**src/rtl/prbs_ref_pkg.sv**
```systemverilog
package prbs_ref_pkg;
  localparam int unsigned DefStages = 8;
  // stages 8,6,5,4 -> bits 7,5,4,3
  localparam logic [DefStages-1:0] DefTaps = 8'b1011_1000;
  localparam int unsigned DefRunW = 4;
  localparam int unsigned DefRefStage = 7;
endpackage

```
**src/rtl/prbs_lfsr_core.sv**
```systemverilog
module prbs_lfsr_core #(
  parameter int unsigned STAGES = prbs_ref_pkg::DefStages,
  parameter logic [STAGES-1:0] TAPS = prbs_ref_pkg::DefTaps
) (
  input  logic              clk_i,
  input  logic              rst_ni,
  input  logic              force_i,
  output logic              fill_o,
  output logic [STAGES-1:0] state_o
);
  logic [STAGES-1:0] state_q;
  logic              tap_par;

  assign tap_par = ^(state_q & TAPS);
  assign fill_o  = tap_par | force_i;

  always_ff @(posedge clk_i or negedge rst_ni) begin
    if (!rst_ni) state_q <= '0;
    else         state_q <= {state_q[STAGES-2:0], fill_o};
  end

  assign state_o = state_q;
endmodule

```
**src/rtl/prbs_zero_guard.sv**
```systemverilog
module prbs_zero_guard #(
  parameter int unsigned RUN_W = prbs_ref_pkg::DefRunW
) (
  input  logic             clk_i,
  input  logic             rst_ni,
  input  logic             fill_i,
  output logic             force_o,
  output logic [RUN_W-1:0] run_o
);
  localparam logic [RUN_W-1:0] RunMax = '1;

  logic [RUN_W-1:0] run_q;

  always_ff @(posedge clk_i or negedge rst_ni) begin
    if (!rst_ni)              run_q <= '0;
    else if (fill_i)          run_q <= '0;
    else if (run_q != RunMax) run_q <= run_q + 1'b1;
  end

  // top bit flags a run as long as the register
  assign force_o = run_q[RUN_W-1];
  assign run_o   = run_q;
endmodule

```
**src/rtl/prbs_ref_gen.sv**
```systemverilog
module prbs_ref_gen #(
  parameter int unsigned STAGES = prbs_ref_pkg::DefStages,
  parameter logic [STAGES-1:0] TAPS = prbs_ref_pkg::DefTaps,
  parameter int unsigned RUN_W = prbs_ref_pkg::DefRunW,
  parameter int unsigned REF_STAGE = prbs_ref_pkg::DefRefStage
) (
  input  logic              clk_i,
  input  logic              rst_ni,
  output logic [STAGES-1:0] state_o,
  output logic              ref_o
);
  localparam int unsigned RefIdx = REF_STAGE - 1;

  logic             force_w;
  logic             fill_w;
  logic [RUN_W-1:0] run_cnt;

  prbs_lfsr_core #(.STAGES(STAGES), .TAPS(TAPS)) i_core (
    .clk_i  (clk_i),
    .rst_ni (rst_ni),
    .force_i(force_w),
    .fill_o (fill_w),
    .state_o(state_o)
  );

  prbs_zero_guard #(.RUN_W(RUN_W)) i_guard (
    .clk_i  (clk_i),
    .rst_ni (rst_ni),
    .fill_i (fill_w),
    .force_o(force_w),
    .run_o  (run_cnt)
  );

  assign ref_o = state_o[RefIdx];
endmodule

```
**config.mk**
```make
export PLATFORM = sky130hd
export DESIGN_NAME = prbs_ref_gen
export DESIGN_NICKNAME = d
export VERILOG_FILES = /design/src/rtl/prbs_ref_pkg.sv /design/src/rtl/prbs_lfsr_core.sv /design/src/rtl/prbs_zero_guard.sv /design/src/rtl/prbs_ref_gen.sv
export SDC_FILE = /design/constraint.sdc
export NUM_CORES = 1
export LEC_CHECK = 0
export ABC_AREA = 0
export BUFFER_PORTS_ARGS = -buffer_cell sky130_fd_sc_hd__buf_4
export CORE_AREA = 3 3 40 42
export DETAILED_ROUTE_END_ITERATION = 10
export DIE_AREA = 0 0 43 45
export PLACE_DENSITY = 0.54
export SETUP_SLACK_MARGIN = 0.5
export SLEW_MARGIN = 20
export SYNTH_ARGS = -nofsm -noshare
export SYNTH_HDL_FRONTEND = slang
export SYNTH_SLANG_ARGS = --single-unit
export TNS_END_PERCENT = 10
```
**constraint.sdc**
```tcl
create_clock -name clk_i -period 1.6 [get_ports clk_i]
set_input_delay 0.24 -clock clk_i [delete_from_list [all_inputs] [get_ports clk_i]]
set_output_delay 0.24 -clock clk_i [all_outputs]
set_load 0.02 [all_outputs]
```
==> results of run 1 <==
-- state kept, by name (all words and copies together), names as in the netlist --
name	flops
i_core.state_o	8
i_guard.run_o	4
-- metal layers --
metal,part of all wire,routed length (um),track usage
met1,0.39,254,0.0823
met2,0.49,320,0.123
met5,0,0,0
met4,0,0,0.0181
met3,0.11,72,0.0637
-- power by group through the flow --
stage / Combinational [mW] / Clock [mW] / Sequential, mW
2_1_floorplan: 0.0000000339 / 0 / 0.309
4_1_cts: 0.00945 / 0.194 / 0.303
6_report: 0.00882 / 0.184 / 0.303
5_1_grt: 0.0105 / 0.203 / 0.303
3_5_place_dp: 0.00754 / 0 / 0.309
3_3_place_gp: 0.00700 / 0 / 0.309
-- cells in the final DEF, fill, tap and decap left out --
master,instances
buf_4,10
clkbuf_4,3
or2_1,1
nor3_1,3
nand3_1,1
clkbuf_1,1
dfrtp_1,10
xnor2_2,2
xnor2_1,1
xor2_2,1
dfrtp_2,2
dlygate4sd3_1,1
ha_1,1
nor3b_1,1
-- worst max-delay path: stages, from the launching register on --
cell     delay (ns)
dfrtp_2        0.44
xor2_2         0.19
xnor2_2        0.18
or2_1          0.23
-- logic make-up (layout without fill, tap and decap cells) --
kind of cell / after synthesis / in the layout / share of synthesized area
XOR/XNOR: 4 / 4 / 0.0900
AND/OR/NAND/NOR: 6 / 6 / 0.0868
flip-flops: 12 / 12 / 0.772
adder cells (fa/ha/maj): 1 / 1 / 0.0321
buffers and inverters: 1 / 15 / 0.0193
-- layout make-up --
class,instances,area [um^2],area share
sequential,12,303,0.564
multi-input combinational,11,104,0.193
timing repair buffer,11,85.1,0.159
clock buffer,4,26.3,0.0490
tap,15,18.8,0.0350
-- how the worst max path moves through the flow --
stage | slack [ns] | startpoint | endpoint | cells after the start
floorplan | 0.48 | i_core.state_o[4] | i_core.state_o[0] | 3
global placement | 0.47 | i_core.state_o[4] | i_guard.run_o[3] | 3
detailed placement | 0.41 | i_core.state_o[5] | i_guard.run_o[2] | 3
CTS | 0.44 | i_core.state_o[4] | i_core.state_o[0] | 3
global route | 0.40 | i_core.state_o[4] | i_core.state_o[0] | 3
finish | 0.45 | i_core.state_o[4] | i_core.state_o[0] | 3
-- repair_timing --
| item | CTS | global route |
|---|---|---|
| resized for setup | 3 | 0 |
| hold buffers | 1 | 0 |
| pin swaps | 0 | 0 |
| setup endpoints to repair | 7 | 9 |
| hold endpoints to repair | 12 | 0 |
==> out/qor.csv, run 1 <==
stage,metric,value,unit
layout,Final Core Density,0.418,
die,Rows,13,
place,dpl cell area,478,um^2
layout,Finished Cell Area,537,um^2
sta,Worst Max-Slew Pin Slew,0.276,ns
cts,Clock Root Buffer,clkbuf_4,
sta,Sum Neg Setup Slack,0,ns
place,dpl cells,48,
yosys,Synth area leader,dfrtp_1,
sta,Clock Skews,0.00565,ns
drt,drt wl/cell,12.2,um
cts,clock tree sinks,12,
global_routing,GRT Overall Usage,0.0783,
global_routing,largest net degree at the start of global routing,13,
yosys,Post-Synthesis Cells,24,
yosys,"Top FF cell, synth",dfrtp_1,
cts,Worst-Skew Late Latency,0.27,ns
pwr,Gate power share,0.018,
setup_path,Critical R2R Launch,i_core.state_o[4],
yosys,Async SR Flop Fraction,1.00,
run,max-cap violation count,0,
sta,hold_ws,0.339,ns
setup_path,CP startpoint kind,flop,
place,Post-Place Setup Slack,0.408,ns
pwr,P_int,0.403,mW
pwr,Pleak,0.253,nW
yosys,"count leader, synth",dfrtp_1,
yosys,leading cell types by count after synthesis,"dfrtp_1, nor3_1, xnor2_1",
sta,period utilisation layout,0.721,
yosys,register bit total from synthesis,12,
drt,Via-to-Cell Ratio,4.30,
cts,CTS Buffer Depth,2,
run_status,status,finished clean,
setup_path,element type at the critical path end,flop,
pwr,Clk pwr share,0.371,
cts,CTS H-tree depth,1,
drt,Antenna Nets Post-Route,0,
die,Initial Utilization,0.303,
yosys,Synth warnings,0,
sta,worst setup margin,0.446,ns
layout,Ant. Diodes,0,
cts,Setup Buffers After CTS,0,
place,quantity of I/O buffers inserted on ports,10,
pwr,register share of total power,0.612,
layout,Non-Filler Instances,53,
layout,share of cells above drive strength 1,0.474,
yosys,Syn Nets,27,
setup_path,critical path type,reg -> reg,
cts,TritonCTS clock tree,built,
pwr,worst vdd ir,0.000560,V
setup_path,Worst EP arrival,1.30,ns
pwr,Switching Share,0.187,
setup_path,crit path max fanout,5,
layout,Layout Nets,42,
pwr,total power,0.496,mW
sta,Setup-failing EPs final,0,
setup_path,r2r worst-path depth,3,
sta,RSZ-0062 raised after global routing,true,
drt,initial drt markers,7,
place,GPL Wtd Cong,0.710,
setup_path,reg2reg end,i_core.state_o[0],
pwr,Psw,0.0929,mW
cts,Worst-path clk slew,0.07,ns
die,Boundary Pins,11,
yosys,top cell type's share of synthesized area,0.772,
sta,Fmax,866,MHz
drt,Detailed Routing Iterations Pass 1,4,
layout,Layout area overhead,37.9,%
yosys,synth top area cells,"dfrtp_1, xnor2_1, nor3_1, ha_1, xor2_1",
global_routing,global-route wire length before repair,1030,um
layout,Fillers,128,
setup_path,R2R setup slack,0.45,ns
yosys,Post-synth EDFFs,0,
yosys,Syn Std Cell Area,389,um^2
drt,DRC,0,
drt,final WL,647,um
yosys,Unique masters post-synth,9,
pwr,Pwr Density,924,mW/mm^2
sta,Tmin final,1.15,ns
yosys,"Seq/Total Area, Yosys",0.772,
global_routing,vias in the first global route,230,
sta,Final Hold Vio Count,0,
global_routing,grt total ovfl,0,
sta,Slew headroom,0.815,
drt,total vias in the final route,228,
place,hpwl dp,488,um
cts,total CTS buffers,3,
die,Die H,45,um
global_routing,antenna violations before repair,0,
setup_path,Worst Path Required,1.75,ns
die,core footprint,0.00128,mm^2
die,Total Die Area,0.00194,mm^2
die,Die Width,43,um
sta,Final Max Slew Viols,0,
min_path,hold crit path type,in -> async,
yosys,average cell area after synthesis,16.2,um^2
No activity file was read; power rests on OpenSTA's default activity.
==> run 2, diff against run 1 <==
--- a/config.mk
+++ b/config.mk
@@ -10,7 +10,7 @@
 export CORE_AREA = 3 3 40 42
 export DETAILED_ROUTE_END_ITERATION = 10
 export DIE_AREA = 0 0 43 45
-export PLACE_DENSITY = 0.54
+export PLACE_DENSITY = 0.56
 export SETUP_SLACK_MARGIN = 0.5
 export SLEW_MARGIN = 20
 export SYNTH_ARGS = -nofsm -noshare
==> constraint.sdc (replaced) <==
create_clock -name clk_i -period 0.95 [get_ports clk_i]
set_input_delay 0.1425 -clock clk_i [delete_from_list [all_inputs] [get_ports clk_i]]
set_output_delay 0.1425 -clock clk_i [all_outputs]
set_load 0.02 [all_outputs]
==> run 2 against run 1 <==
The run now ends with negative setup slack left. Setup slack got worse by 0.61 ns. Clock skew fell by 0.0018 ns. Register-to-register slack worse by 0.61 ns. Wire length is 6.2% higher. Non-clock buffer count is 4 higher. Maximum frequency up 3.6%. Critical path depth did not move. Clock-buffer cell count decreased by 1. First-iteration DRC count shrank 43%. Critical endpoint unchanged.
==> out/qor.csv, run 2 (synthesized netlist as in run 1, its figures left out) <==
stage,metric,value,unit,change
run_status,status,finished with violations,,
run_status,failing checks,negative setup slack,,
drt,final WL,687,um,+6.2%
die,Die H,45,um,unchanged
global_routing,met2 global-route usage,0.132,,+0.00898
pwr,Pleak,0.276,nW,+9.3%
pwr,P_int,0.662,mW,+64%
drt,Detailed Routing Iterations Pass 1,2,,-2
layout,Ant. Diodes,0,,unchanged
sta,Setup-failing EPs final,11,,+11
setup_path,family with the most delay on the worst path,flip-flops,,
sta,Clock Skews,0.00380,ns,-0.00185 ns
layout,Fillers,116,,-9.4%
die,core footprint,0.00128,mm^2,unchanged
setup_path,reg2reg end,i_core.state_o[0],,
setup_path,crit path max fanout,5,,unchanged
setup_path,CP startpoint kind,flop,,
setup_path,r2r worst-path depth,3,,unchanged
global_routing,antenna violations before repair,0,,unchanged
sta,Final Hold Vio Count,0,,unchanged
place,quantity of I/O buffers inserted on ports,10,,unchanged
setup_path,CP Buf/Inv Count,0,,unchanged
sta,Tmin final,1.11,ns,-0.0405 ns
cts,Clock Root Buffer,clkbuf_4,,
sta,worst setup margin,-0.164,ns,-0.610 ns
layout,Finished Cell Area,599,um^2,+12%
global_routing,GRT Overall Usage,0.0867,,+0.00836
global_routing,grt total ovfl,0,,unchanged
setup_path,CP max stage cell,dfrtp_2,,
setup_path,Worst path max stage delay,0.42,ns,-0.02 ns
drt,Antenna Nets Post-Route,0,,unchanged
layout,"leading cell type in the layout, fill and taps excluded",buf_6,,
global_routing,vias in the first global route,247,,+7.4%
setup_path,Worst Path Required,1.10,ns,-0.65 ns
global_routing,met1 Usage GRT,0.0946,,+0.0124
die,Initial Utilization,0.303,,unchanged
layout,Layout area overhead,54.0,%,
min_path,hold crit path type,in -> async,,
global_routing,largest net degree at the start of global routing,13,,unchanged
pwr,Gate power share,0.019,,about the same
die,Die Width,43,um,unchanged
pwr,worst vdd ir,0.000471,V,-16%
cts,Worst-Skew Late Latency,0.26,ns,about the same
sta,Final Max Slew Viols,0,,unchanged
drt,drt wl/cell,12.3,um,+0.49%
cts,TritonCTS clock tree,built,,
cts,CTS H-tree depth,1,,unchanged
drt,Via-to-Cell Ratio,4.34,,+0.87%
run,max-cap violation count,0,,unchanged
cts,Setup Buffers After CTS,0,,unchanged
drt,DRC,0,,unchanged
die,Boundary Pins,11,,unchanged
drt,total vias in the final route,243,,+6.6%
die,Rows,13,,unchanged
sta,period utilisation layout,1.17,,+0.451
drt,initial drt markers,4,,-3
pwr,register share of total power,0.628,,+0.016
setup_path,R2R setup slack,-0.16,ns,-0.61 ns
sta,Fmax,898,MHz,+3.6%
layout,multi-input logic area,104,um^2,unchanged
setup_path,crit path cell chain,"xor2_2, xnor2_2, or2_1",,
setup_path,critical path type,reg -> reg,,
layout,max reg flops,8,,unchanged
sta,Slew headroom,0.829,,+0.0134
die,Total Die Area,0.00194,mm^2,unchanged
place,dpl cell area,510,um^2,+6.8%
cts,CTS Buffer Depth,2,,unchanged
layout,"commonest cells after routing, fill and taps aside","buf_6, dfrtp_1, buf_4",,
global_routing,most used routing layer,met2,,
layout,Register Area,305,um^2,+0.83%
sta,hold_ws,0.252,ns,-0.0867 ns
cts,clock tree sinks,12,,unchanged
cts,total CTS buffers,3,,unchanged
layout,Layout Nets,46,,+9.5%
pwr,Switching Share,0.186,,-0.00171
place,GPL Wtd Cong,0.686,,-3.4%
setup_path,element type at the critical path end,flop,,
pwr,Clk pwr share,0.354,,-0.017
cts,Worst-path clk slew,0.07,ns,about the same
setup_path,Worst EP arrival,1.26,ns,-0.04 ns
sta,Worst Max-Slew Pin Slew,0.256,ns,-0.0200 ns
pwr,Pwr Density,1360,mW/mm^2,+47%
layout,share of cells above drive strength 1,0.585,,+0.112
setup_path,Critical R2R Launch,i_core.state_o[4],,
place,hpwl dp,526,um,+7.9%
sta,RSZ-0062 raised after global routing,true,,
pwr,Psw,0.151,mW,+63%
global_routing,GR Layer Usage met3,0.0239,,-0.0398
global_routing,global-route wire length before repair,1100,um,+6.7%
[run 2: metal layers]
metal  part of all wire  up-vias
met5                  0        -
met4             0.0058        0
met3              0.074        2
met2               0.52        8
met1               0.40      120
li1                   -      113
[run 2: final cells by class]
cell class                      count  share of cell area
Clock buffer                        3              0.0376
Multi-Input combinational cell     11               0.173
Sequential cell                    12               0.509
Tap cell                           15              0.0313
Timing Repair Buffer               15               0.248
[run 2: how the worst max path moves through the flow]
stage | endpoint | startpoint | slack, ns | cells after the start
6_report | i_core.state_o[0] | i_core.state_o[4] | -0.16 | 3
5_1_grt | i_core.state_o[0] | i_core.state_o[4] | -0.21 | 3
4_1_cts | i_core.state_o[0] | i_core.state_o[4] | -0.18 | 3
3_5_place_dp | i_guard.run_o[0] | i_core.state_o[4] | -0.21 | 3
3_3_place_gp | i_core.state_o[0] | i_core.state_o[7] | -0.16 | 3
2_1_floorplan | i_core.state_o[0] | i_core.state_o[4] | -0.17 | 3
[run 2: through the flow]
step           cells  setup slack [ns]  setup TNS (ns)   util  power, mW
2_1_floorplan     24            -0.173          -0.740      -      0.521
3_3_place_gp      52            -0.165          -0.750  0.397      0.532
3_5_place_dp      52            -0.209           -1.00  0.397      0.533
4_1_cts           56            -0.179           -1.24  0.463      0.836
5_1_grt           56            -0.206           -1.66  0.466      0.864
6_report          56            -0.164           -1.01  0.466      0.813
[run 2: power by group through the flow]
stage | registers [mW] | logic, mW | clock network, mW
floorplan | 0.521 | 0.0000000319 | 0
global placement | 0.520 | 0.0117 | 0
detailed placement | 0.520 | 0.0127 | 0
CTS | 0.510 | 0.0161 | 0.309
global route | 0.510 | 0.0180 | 0.336
finish | 0.511 | 0.0151 | 0.288
[run 2: what timing repair did]
item | in CTS | in global routing
gates resized for setup | 11 | 1
setup endpoints to repair | 21 | 21
pin swaps | 1 | 0
hold endpoints to repair | 12 | 0
hold buffers | 1 | 0
==> run 3, diff against run 2 <==
--- a/config.mk
+++ b/config.mk
@@ -6,7 +6,7 @@
 export NUM_CORES = 1
 export LEC_CHECK = 0
 export ABC_AREA = 0
-export BUFFER_PORTS_ARGS = -buffer_cell sky130_fd_sc_hd__buf_4
+export BUFFER_PORTS_ARGS = -buffer_cell sky130_fd_sc_hd__buf_2
 export CORE_AREA = 3 3 40 42
 export DETAILED_ROUTE_END_ITERATION = 10
 export DIE_AREA = 0 0 43 45
==> run 3 against run 2 <==
The run ends with negative hold slack, negative setup slack left. Sequential cell count stayed put. Final area is 5.2% lower. Wire length is 0.15% higher. Critical path type unchanged. Clock skew is 0.0015 ns lower. First-iteration DRC count is 75% lower. Sequential share of layout area is 2.8 points higher.
==> out/qor.csv, run 3 (synthesized netlist as in run 1, its figures left out) <==
stage,metric,value,unit,change
drt,initial drt markers,1,,-3
drt,highest routed layer,met3,,
die,Boundary Pins,11,,unchanged
cts,Clock Root Buffer,clkbuf_4,,
place,hpwl dp,536,um,+2.0%
drt,total vias in the final route,237,,-2.5%
layout,share of cells above drive strength 1,0.600,,+0.0146
run_status,status,finished with violations,,
place,dpl cell area,478,um^2,-6.4%
drt,Met2 Wirelength,369,um,+2.8%
place,Post-Place Setup Slack,-0.207,ns,+0.00171 ns
layout,"commonest cells after routing, fill and taps aside","dfrtp_1, buf_2, buf_6",,
setup_path,CP startpoint kind,flop,,
die,Die H,45,um,unchanged
pwr,Pleak,0.263,nW,-4.6%
die,Rows,13,,unchanged
sta,Final Hold Vio Count,12,,+12
cts,CTS Buffer Depth,2,,unchanged
cts,Worst-path clk slew,0.07,ns,about the same
sta,Slew headroom,0.824,,-0.00496
layout,Finished Cell Area,568,um^2,-5.2%
layout,Layout Nets,44,,-4.3%
drt,Metal-1 WL,271,um,-0.37%
sta,Tmin final,1.12,ns,+0.00279 ns
die,Total Die Area,0.00194,mm^2,unchanged
global_routing,global-route wire length before repair,1270,um,+16%
cts,total CTS buffers,3,,unchanged
cts,clock tree sinks,12,,unchanged
place,GPL Wtd Cong,0.663,,-3.3%
setup_path,r2r worst-path depth,3,,unchanged
drt,Detailed Routing Iterations Pass 1,2,,unchanged
setup_path,crit path max fanout,5,,unchanged
cts,Worst-Skew Late Latency,0.26,ns,about the same
drt,drt wl/cell,12.5,um,+2.0%
drt,met3 wire len,47,um,-7.8%
die,Initial Utilization,0.303,,unchanged
pwr,worst vdd ir,0.000582,V,+24%
layout,Ant. Diodes,0,,unchanged
global_routing,GRT Overall Usage,0.0935,,+0.00680
setup_path,Worst EP arrival,1.27,ns,about the same
cts,TritonCTS clock tree,built,,
sta,Clock Skews,0.00226,ns,-0.00154 ns
sta,Setup-failing EPs final,11,,unchanged
cts,CTS H-tree depth,1,,unchanged
setup_path,R2R setup slack,-0.17,ns,about the same
setup_path,element type at the critical path end,flop,,
drt,final WL,688,um,+0.15%
global_routing,grt total ovfl,0,,unchanged
min_path,hold crit path type,in -> async,,
sta,Worst Max-Slew Pin Slew,0.265,ns,+0.00870 ns
sta,period utilisation layout,1.18,,+0.00294
die,core footprint,0.00128,mm^2,unchanged
setup_path,critical path type,reg -> reg,,
drt,Via-to-Cell Ratio,4.31,,-0.70%
cts,Setup Buffers After CTS,0,,unchanged
layout,max reg flops,8,,unchanged
global_routing,vias in the first global route,281,,+14%
die,Die Width,43,um,unchanged
global_routing,antenna violations before repair,0,,unchanged
sta,Fmax,896,MHz,-0.25%
layout,"leading cell type in the layout, fill and taps excluded",dfrtp_1,,
sta,RSZ-0062 raised after global routing,true,,
sta,hold_ws,-0.260,ns,-0.512 ns
place,quantity of I/O buffers inserted on ports,10,,unchanged
sta,worst setup margin,-0.167,ns,-0.00279 ns
sta,Final Max Slew Viols,0,,unchanged
drt,DRC,0,,unchanged
run_status,failing checks,"negative hold slack, negative setup slack",,
run,max-cap violation count,0,,unchanged
layout,Layout area overhead,46.0,%,
setup_path,Worst Path Required,1.10,ns,about the same
global_routing,largest net degree at the start of global routing,13,,unchanged
drt,Antenna Nets Post-Route,0,,unchanged
pwr,Pwr Density,1600,mW/mm^2,+18%
run 3: changes by cell type in the layout (fill, tap and decap cells not counted), sizes merged:
cell	before	now
buf	14	13
clkbuf	3	4
dlygate4sd3	1	0
run 3: worst paths after layout:
path,from,end
worst max-delay path,i_core.state_o[3],i_core.state_o[0]
worst min-delay path,rst_ni,i_core.state_o[6]
worst max register to register,i_core.state_o[3],i_core.state_o[0]
worst min register to register,i_core.state_o[0],i_core.state_o[1]
max in group asynchronous,rst_ni,i_core.state_o[3]
min in group clk_i,i_core.state_o[0],i_core.state_o[1]
run 3: critical path, stage by stage, from the launching register on:
cell,delay (ns)
dfrtp_2,0.42
xor2_2,0.19
xnor2_2,0.17
or2_1,0.22
run 3: power breakdown:
| part | total [mW] | leakage (nW) | switching [mW] | internal (mW) |
|---|---|---|---|---|
| Combinational | 0.0108 | 0.106 | 0.00928 | 0.00151 |
| Sequential | 0.510 | 0.136 | 0 | 0.510 |
| Clock | 0.387 | 0.0210 | 0.154 | 0.233 |
| Total | 0.908 | 0.263 | 0.163 | 0.744 |
run 3: area by class of cell:
cell class / instances / area, um^2
fill: 113 / 717
sequential: 12 / 305
multi-input combinational: 11 / 104
timing repair buffer: 13 / 104
clock buffer: 4 / 36.3
tap: 15 / 18.8
run 3: through the flow:
step | util | total power [mW] | cells | TNS [ns]
2_1_floorplan | - | 0.521 | 24 | -0.740
3_3_place_gp | 0.372 | 0.531 | 51 | -0.712
3_5_place_dp | 0.372 | 0.532 | 51 | -0.940
4_1_cts | 0.432 | 0.935 | 55 | -1.25
5_1_grt | 0.442 | 0.961 | 55 | -1.66
6_report | 0.442 | 0.908 | 55 | -0.949
run 3: routing by layer:
metal  up-vias  GRT usage
met5         -          0
met2         8      0.165
met4         0     0.0361
met1       117     0.0997
met3         0     0.0398
li1        112          -
run 3: what timing repair did:
action / in CTS / in global routing
pin swaps: 2 / 1
hold endpoints to repair: 12 / 12
gates resized for setup: 9 / 4
endpoints found under the setup margin: 21 / 21
